===== config.mk =====
export PLATFORM = sky130hd
export DESIGN_NAME = oib_issue_buffer
export DESIGN_NICKNAME = d
export VERILOG_FILES = /design/src/rtl/oib_pkg.sv /design/src/rtl/oib_pend_track.sv /design/src/rtl/oib_hazard_check.sv /design/src/rtl/oib_select.sv /design/src/rtl/oib_issue_buffer.sv
export SDC_FILE = /design/constraint.sdc
export NUM_CORES = 1
export LEC_CHECK = 0
export ABC_AREA = 1
export CORE_MARGIN = 1.5
export CORE_UTILIZATION = 45
export CTS_CLUSTER_SIZE = 8
export DETAILED_ROUTE_END_ITERATION = 8
export GPL_TIMING_DRIVEN = 0
export PLACE_DENSITY = 0.69
export REMOVE_ABC_BUFFERS = 1
export SYNTH_ARGS = -nofsm -noshare
export SYNTH_HDL_FRONTEND = slang
export SYNTH_SLANG_ARGS = --single-unit

===== constraint.sdc =====
create_clock -name clk -period 7.9 [get_ports clk]
set_input_delay 0.79 -clock clk [delete_from_list [all_inputs] [get_ports clk]]
set_output_delay 0.79 -clock clk [all_outputs]
set_load 0.01 [all_outputs]

===== src/rtl/oib_pkg.sv =====
package oib_pkg;
  localparam int REG_W = 4;
  localparam int FU_W  = 2;
  localparam int NREG  = 1 << REG_W;
  localparam int NFU   = 1 << FU_W;

  typedef struct packed {
    logic [FU_W-1:0]  fu;
    logic [REG_W-1:0] dst;
    logic [REG_W-1:0] src1;
    logic [REG_W-1:0] src2;
  } oib_op_t;
endpackage


===== src/rtl/oib_pend_track.sv =====
module oib_pend_track
  import oib_pkg::*;
(
  input  logic             clk,
  input  logic             rst_n,
  input  logic             set_en,
  input  logic [REG_W-1:0] set_reg,
  input  logic             clr_en,
  input  logic [REG_W-1:0] clr_reg,
  output logic [NREG-1:0]  pend
);
  logic [NREG-1:0] pend_q, set_vec, clr_vec;

  always_comb begin
    set_vec = '0;
    clr_vec = '0;
    if (set_en) set_vec[set_reg] = 1'b1;
    if (clr_en) clr_vec[clr_reg] = 1'b1;
  end

  always_ff @(posedge clk or negedge rst_n) begin
    if (!rst_n) pend_q <= '0;
    else        pend_q <= (pend_q & ~clr_vec) | set_vec;
  end

  assign pend = pend_q;

  AST_WB_CLEAR: assert property (@(posedge clk) disable iff (!rst_n)
    (clr_en && !(set_en && set_reg == clr_reg)) |=> !pend_q[$past(clr_reg)]);
  AST_PEND_SET: assert property (@(posedge clk) disable iff (!rst_n)
    set_en |=> pend_q[$past(set_reg)]);
endmodule


===== src/rtl/oib_hazard_check.sv =====
module oib_hazard_check
  import oib_pkg::*;
#(
  parameter int DEPTH = 4
) (
  input  oib_op_t [DEPTH-1:0] ops,
  input  logic [DEPTH-1:0]    vld,
  input  logic [NREG-1:0]     pend,
  input  logic                has_space,
  input  logic [REG_W-1:0]    new_dst,
  output logic                ins_ok
);
  logic [DEPTH-1:0] war_vec;

  for (genvar i = 0; i < DEPTH; i++) begin : g_war
    assign war_vec[i] = vld[i] && (ops[i].src1 == new_dst || ops[i].src2 == new_dst);
  end

  assign ins_ok = has_space && !(|war_vec) && !pend[new_dst];
endmodule


===== src/rtl/oib_select.sv =====
module oib_select
  import oib_pkg::*;
#(
  parameter int DEPTH = 4,
  localparam int IW = (DEPTH > 1) ? $clog2(DEPTH) : 1
) (
  input  logic                clk,
  input  logic                rst_n,
  input  oib_op_t [DEPTH-1:0] ops,
  input  logic [DEPTH-1:0]    vld,
  input  logic [NREG-1:0]     pend,
  input  logic [NFU-1:0]      fu_busy,
  output logic                any,
  output logic [IW-1:0]       idx
);
  logic [DEPTH-1:0] elig, grant;

  for (genvar i = 0; i < DEPTH; i++) begin : g_elig
    assign elig[i] = vld[i]
                  && (!pend[ops[i].src1] || ops[i].src1 == ops[i].dst)
                  && (!pend[ops[i].src2] || ops[i].src2 == ops[i].dst)
                  && !fu_busy[ops[i].fu];
  end

  assign grant = elig & (~elig + DEPTH'(1));
  assign any   = |elig;

  always_comb begin
    idx = '0;
    for (int i = DEPTH - 1; i >= 0; i--) begin
      if (elig[i]) idx = IW'(i);
    end
  end

  AST_ONE_GRANT: assert property (@(posedge clk) disable iff (!rst_n)
    $onehot0(grant));
  AST_GRANT_IDX: assert property (@(posedge clk) disable iff (!rst_n)
    any |-> grant[idx]);
endmodule


===== src/rtl/oib_issue_buffer.sv =====
module oib_issue_buffer
  import oib_pkg::*;
#(
  parameter int DEPTH = 4,
  localparam int CW = $clog2(DEPTH + 1),
  localparam int IW = (DEPTH > 1) ? $clog2(DEPTH) : 1
) (
  input  logic             clk,
  input  logic             rst_n,
  input  logic             in_valid,
  output logic             in_ready,
  input  logic [FU_W-1:0]  in_fu,
  input  logic [REG_W-1:0] in_dst,
  input  logic [REG_W-1:0] in_src1,
  input  logic [REG_W-1:0] in_src2,
  input  logic [NFU-1:0]   fu_busy,
  output logic             dsp_valid,
  output logic [FU_W-1:0]  dsp_fu,
  output logic [REG_W-1:0] dsp_dst,
  output logic [REG_W-1:0] dsp_src1,
  output logic [REG_W-1:0] dsp_src2,
  input  logic             wb_valid,
  input  logic [REG_W-1:0] wb_dst
);
  oib_op_t [DEPTH-1:0] q_q, q_n;
  oib_op_t             in_op, sel_op;
  logic [CW-1:0]       cnt_q, cnt_n, cnt_mid;
  logic [DEPTH-1:0]    vld;
  logic [NREG-1:0]     pend;
  logic                has_space, ins_fire, sel_any;
  logic [IW-1:0]       sel_idx;

  for (genvar i = 0; i < DEPTH; i++) begin : g_vld
    assign vld[i] = CW'(i) < cnt_q;
  end

  assign has_space = cnt_q < CW'(DEPTH);
  assign ins_fire  = in_valid && in_ready;

  always_comb begin
    in_op.fu   = in_fu;
    in_op.dst  = in_dst;
    in_op.src1 = in_src1;
    in_op.src2 = in_src2;
  end

  oib_hazard_check #(.DEPTH(DEPTH)) u_haz (
    .ops(q_q), .vld(vld), .pend(pend), .has_space(has_space),
    .new_dst(in_dst), .ins_ok(in_ready)
  );

  oib_select #(.DEPTH(DEPTH)) u_sel (
    .clk(clk), .rst_n(rst_n), .ops(q_q), .vld(vld), .pend(pend),
    .fu_busy(fu_busy), .any(sel_any), .idx(sel_idx)
  );

  oib_pend_track u_pend (
    .clk(clk), .rst_n(rst_n),
    .set_en(ins_fire), .set_reg(in_dst),
    .clr_en(wb_valid), .clr_reg(wb_dst),
    .pend(pend)
  );

  // Collapse the queue over the issued slot, then append at the tail.
  always_comb begin
    q_n     = q_q;
    cnt_mid = cnt_q - CW'(sel_any);
    for (int i = 0; i < DEPTH - 1; i++) begin
      if (sel_any && IW'(i) >= sel_idx) q_n[i] = q_q[i + 1];
    end
    for (int j = 0; j < DEPTH; j++) begin
      if (ins_fire && CW'(j) == cnt_mid) q_n[j] = in_op;
    end
    cnt_n = cnt_mid + CW'(ins_fire);
  end

  always_ff @(posedge clk or negedge rst_n) begin
    if (!rst_n) begin
      q_q   <= '0;
      cnt_q <= '0;
    end else begin
      q_q   <= q_n;
      cnt_q <= cnt_n;
    end
  end

  assign sel_op    = q_q[sel_idx];
  assign dsp_valid = sel_any;
  assign dsp_fu    = sel_op.fu;
  assign dsp_dst   = sel_op.dst;
  assign dsp_src1  = sel_op.src1;
  assign dsp_src2  = sel_op.src2;

  AST_NO_OVERFLOW: assert property (@(posedge clk) disable iff (!rst_n)
    cnt_q <= CW'(DEPTH));
  AST_CNT_STEP: assert property (@(posedge clk) disable iff (!rst_n)
    (ins_fire || sel_any) |=>
      cnt_q == $past(cnt_q) + CW'($past(ins_fire)) - CW'($past(sel_any)));
  AST_WAW_GUARD: assert property (@(posedge clk) disable iff (!rst_n)
    ins_fire |-> !pend[in_dst]);
  AST_DSP_SRC_READY: assert property (@(posedge clk) disable iff (!rst_n)
    dsp_valid |-> ((!pend[dsp_src1] || dsp_src1 == dsp_dst)
                && (!pend[dsp_src2] || dsp_src2 == dsp_dst)));
  AST_DSP_FU_FREE: assert property (@(posedge clk) disable iff (!rst_n)
    dsp_valid |-> !fu_busy[dsp_fu]);
endmodule


==> metrics.txt <==
# TYPE chip_impl_metric gauge
chip_impl_metric{name="final.setup.tns",unit="ps"} 0
chip_impl_metric{name="worst_hold_slack",unit="ps"} 362
chip_impl_metric{name="design.die.area",unit="mm²"} 0.0156
chip_impl_metric{name="ys_seq_elements",unit=""} 75
chip_impl_metric{name="layoutNonFillerInstCount",unit=""} 1211
chip_impl_metric{name="cts.sink_count",unit=""} 75
chip_impl_info{name="hp-class",value="in2async"} 1
chip_impl_metric{name="die_w",unit="µm"} 125
chip_impl_metric{name="asyncSetResetFlopFracSynth",unit="%"} 100
chip_impl_metric{name="clock_tree_buffer_depth",unit=""} 2
chip_impl_metric{name="antenna_found_initial",unit=""} 0
chip_impl_metric{name="num_rows",unit=""} 44
chip_impl_metric{name="layout_worst_path_cycle_share",unit="%"} 78.7
chip_impl_info{name="worst_path_max_delay_cell",value="nand3_1"} 1
chip_impl_metric{name="slew_headroom",unit="%"} 25.4
chip_impl_metric{name="worst-path-max-fanout",unit=""} 46
chip_impl_metric{name="pwr-share-seq",unit="%"} 23.9
chip_impl_metric{name="worstMarginPinSlew",unit="ps"} 1120
chip_impl_metric{name="final_layout_size_suffix_gt1_share",unit="%"} 4.87
chip_impl_metric{name="worst_clock_skew",unit="ps"} 8.40
chip_impl_metric{name="number_of_enable_type_register_cells_in_the_synthesized_netlist",unit=""} 0
chip_impl_metric{name="critical_path_required",unit="ps"} 8180
chip_impl_info{name="critical_path_cell_sequence",value="inv_1, o21ai_0, nand3_1, nand3_1, nand2_1, nand2_1, nand4_4, nand2_2, clkinv_1, nand2_1, ha_1, ha_1, xor2_1, nor3_2, nand3_1, nand2_2, nand3_1, nand2_1"} 1
chip_impl_metric{name="remaining_antenna_violation_count_after_routing",unit=""} 0
chip_impl_info{name="timing.critical_path.to_type",value="flip-flop"} 1
chip_impl_metric{name="synthesis.area_per_instance",unit="µm²"} 6.38
chip_impl_metric{name="timing.final.crit_period",unit="ps"} 6220
chip_impl_metric{name="clkTransAtPathRegs",unit="ps"} 60
chip_impl_metric{name="area_growth",unit="%"} 8.54
chip_impl_info{name="setup.worst_path.class",value="reg2reg"} 1
chip_impl_metric{name="starting_density_of_the_core",unit="%"} 46.1
chip_impl_metric{name="drt_drc_violations_left",unit=""} 0
chip_impl_metric{name="finalWeightedCongestion",unit=""} 0.924
chip_impl_metric{name="overflow",unit=""} 0
chip_impl_metric{name="nFillCells",unit=""} 1520
chip_impl_metric{name="io-pin-count",unit=""} 42
chip_impl_metric{name="power.ir.vdd_worst",unit="mV"} 0.236
chip_impl_metric{name="placeableCoreArea",unit="mm²"} 0.0145
chip_impl_metric{name="detail_route.wirelength",unit="mm"} 22.7
chip_impl_metric{name="place.detailed.hpwl",unit="mm"} 16.1
chip_impl_metric{name="globalRouteTotalUtil",unit="%"} 29.6
chip_impl_metric{name="timing.final.max_slew_violations",unit=""} 0
chip_impl_metric{name="cp_data_arrival_time",unit="ps"} 6500
chip_impl_metric{name="post_cts_hold_buffer_count",unit=""} 0
chip_impl_metric{name="clock_latency",unit="ps"} 350
chip_impl_metric{name="post_synth_instance_area",unit="mm²"} 0.00670
chip_impl_metric{name="cpPeakStageDelay",unit="ps"} 930
chip_impl_metric{name="power.leakage",unit="nW"} 3.33
chip_impl_info{name="cpLargestDelayFamily",value="simple AND/OR/NAND/NOR gates"} 1
chip_impl_metric{name="power_density",unit="mW/mm²"} 551
chip_impl_metric{name="seq_area_frac_synth",unit="%"} 28.0
chip_impl_metric{name="insertedDiodeCount",unit=""} 0
chip_impl_metric{name="clockPowerShare",unit="%"} 10.3
chip_impl_metric{name="pwr-share-comb",unit="%"} 65.8
chip_impl_metric{name="setup_viol",unit=""} 0
chip_impl_info{name="commonest_register_cell_after_synthesis",value="dfrtp_1"} 1
chip_impl_metric{name="vias_per_cell",unit=""} 5.90
chip_impl_metric{name="numCtsBuffers",unit=""} 9
chip_impl_metric{name="crit_buf_inv",unit=""} 2
chip_impl_info{name="startpoint_type",value="flip-flop"} 1
chip_impl_info{name="ctsRootBufferMaster",value="clkbuf_16"} 1
chip_impl_metric{name="synthesis.yosys.warnings",unit=""} 0
chip_impl_metric{name="number_of_global_route_vias_before_repair",unit=""} 6526
chip_impl_metric{name="finish.net_count",unit=""} 1054
chip_impl_metric{name="placedInstanceArea",unit="mm²"} 0.00698
chip_impl_metric{name="hold_violations",unit=""} 0
chip_impl_metric{name="initialDrtViolationCount",unit=""} 942
chip_impl_metric{name="netlist_instances",unit=""} 1049
chip_impl_metric{name="postCtsSetupRepairBufs",unit=""} 0
chip_impl_metric{name="route.detailed.wl_per_inst",unit="µm"} 18.8
chip_impl_metric{name="r2r_setup_slack",unit="ps"} 1680
chip_impl_info{name="status",value="complete, no violations"} 1
chip_impl_metric{name="placement.io_buffers",unit=""} 41
chip_impl_metric{name="placed_instance_count",unit=""} 1197
chip_impl_metric{name="die-height",unit="µm"} 125
chip_impl_metric{name="route.vias.total",unit=""} 7140
chip_impl_info{name="unrepaired_setup_endpoints_after_global_routing",value="false"} 1
chip_impl_metric{name="finish.instance_area",unit="mm²"} 0.00727
chip_impl_info{name="cts_tree",value="done"} 1
chip_impl_metric{name="wire_length_of_the_first_global_routing_pass",unit="mm"} 36.5
chip_impl_metric{name="cellInternalPower",unit="W"} 0.00176
chip_impl_metric{name="drv.max_cap_violation_count",unit=""} 0
chip_impl_metric{name="detail_route.first_pass.iterations",unit=""} 5
chip_impl_metric{name="fmaxAchievable",unit="GHz"} 0.161
chip_impl_metric{name="cts_h_tree_depth",unit=""} 3
chip_impl_metric{name="post_cts.resized_instances",unit=""} 0
chip_impl_metric{name="maximum_number_of_pins_on_one_net_before_global_route_repair",unit=""} 50
chip_impl_metric{name="netSwitchingFraction",unit="%"} 56.1
chip_impl_metric{name="switchingPower",unit="W"} 0.00225
chip_impl_metric{name="ys_types",unit=""} 37
## per-layer routing
layer	global-route usage, %	vias to the layer above	share of wire [%]
li1	-	3392	-
met1	41.4	3320	43
met2	44.1	347	44
met3	5.48	81	8.8
met4	14.5	0	4.3
met5	0	-	0
## cell type report
type	count	area [µm²]	area share, %
multi-input combinational	797	4060	55.9
sequential	75	1880	25.8
clock inverter	4	53.8	0.740
clock buffer	10	229	3.15
timing repair buffer	43	447	6.15
inverter	98	369	5.08
tap	184	230	3.17
## flip-flops by register name (all words and copies together), names as in the netlist
register / flops
cnt_q: 3
q_q: 56
u_pend.pend: 16
## kinds of logic after synthesis
family                   Yosys count  share of synthesized area [%]
XOR/XNOR                          58                           7.59
buffers and inverters            177                           11.5
adder cells (fa/ha/maj)            4                          0.748
AND/OR/NAND/NOR                  639                           43.6
AO/OA/AOI/OAI                     96                           8.52
flip-flops                        75                           28.0
## final timing paths
path / from / to / cells after the start
worst max-delay path: q_q[4]$_DFFE_PN0P_ / q_q[16]$_DFFE_PN0P_ / 18
worst min-delay path: rst_n / u_pend.pend[0]$_DFF_PN0_ / 1
worst max register to register: q_q[4]$_DFFE_PN0P_ / q_q[16]$_DFFE_PN0P_ / 18
worst min register to register: q_q[13]$_DFFE_PN0P_ / q_q[13]$_DFFE_PN0P_ / 2
max in group asynchronous: rst_n / q_q[20]$_DFFE_PN0P_ / 2
min in group clk: q_q[13]$_DFFE_PN0P_ / q_q[13]$_DFFE_PN0P_ / 2
## synthesized netlist by cell type (2+ instances only)
cell	count	area share [%]
a21oi_1	18	1.3
buf_2	37	2.8
buf_4	5	0.56
buf_6	4	0.67
clkbuf_1	23	1.3
clkbuf_2	9	0.67
clkinv_1	6	0.34
dfrtp_1	75	28
ha_1	4	0.75
inv_1	87	4.9
inv_2	4	0.22
nand2_1	317	18
nand2_2	4	0.37
nand2_4	2	0.34
nand3_1	235	18
nand3_2	12	1.8
nand4_1	27	2.5
nor2_1	34	1.9
nor3_1	3	0.22
o211ai_1	9	1.0
o21ai_0	31	2.3
o21ai_1	13	0.97
o21ai_2	4	0.52
o22ai_1	2	0.19
o31ai_1	16	1.8
xnor2_1	55	7.2
xor2_1	3	0.39
## per-stage QoR
stage,setup slack (ps),utilization [%],power (W)
2_1_floorplan,3000,-,0.00252
5_1_grt,1170,50.0,0.00433
3_3_place_gp,852,47.7,0.00347
4_1_cts,1790,50.0,0.00397
3_5_place_dp,1500,48.1,0.00354
6_report,1680,50.0,0.00401
## cell usage in the layout (no fill, tap or decap), types with 16 or more instances in the layout
| master | n |
|---|---|
| xnor2_1 | 55 |
| nand2_1 | 317 |
| o31ai_1 | 16 |
| a21oi_1 | 18 |
| nand4_1 | 27 |
| nand3_1 | 235 |
| o21ai_0 | 31 |
| clkdlybuf4s50_1 | 40 |
| inv_1 | 87 |
| nor2_1 | 34 |
| dfrtp_1 | 75 |
## power by group through the flow
stage | Sequential (W) | Combinational (W) | Clock (W)
global route | 0.000975 | 0.00292 | 0.000432
finish | 0.000958 | 0.00263 | 0.000413
global placement | 0.000942 | 0.00253 | 0
floorplan | 0.000778 | 0.00174 | 0
detailed placement | 0.000947 | 0.00260 | 0
CTS | 0.000941 | 0.00261 | 0.000416
(Power assumes the default switching activity.)
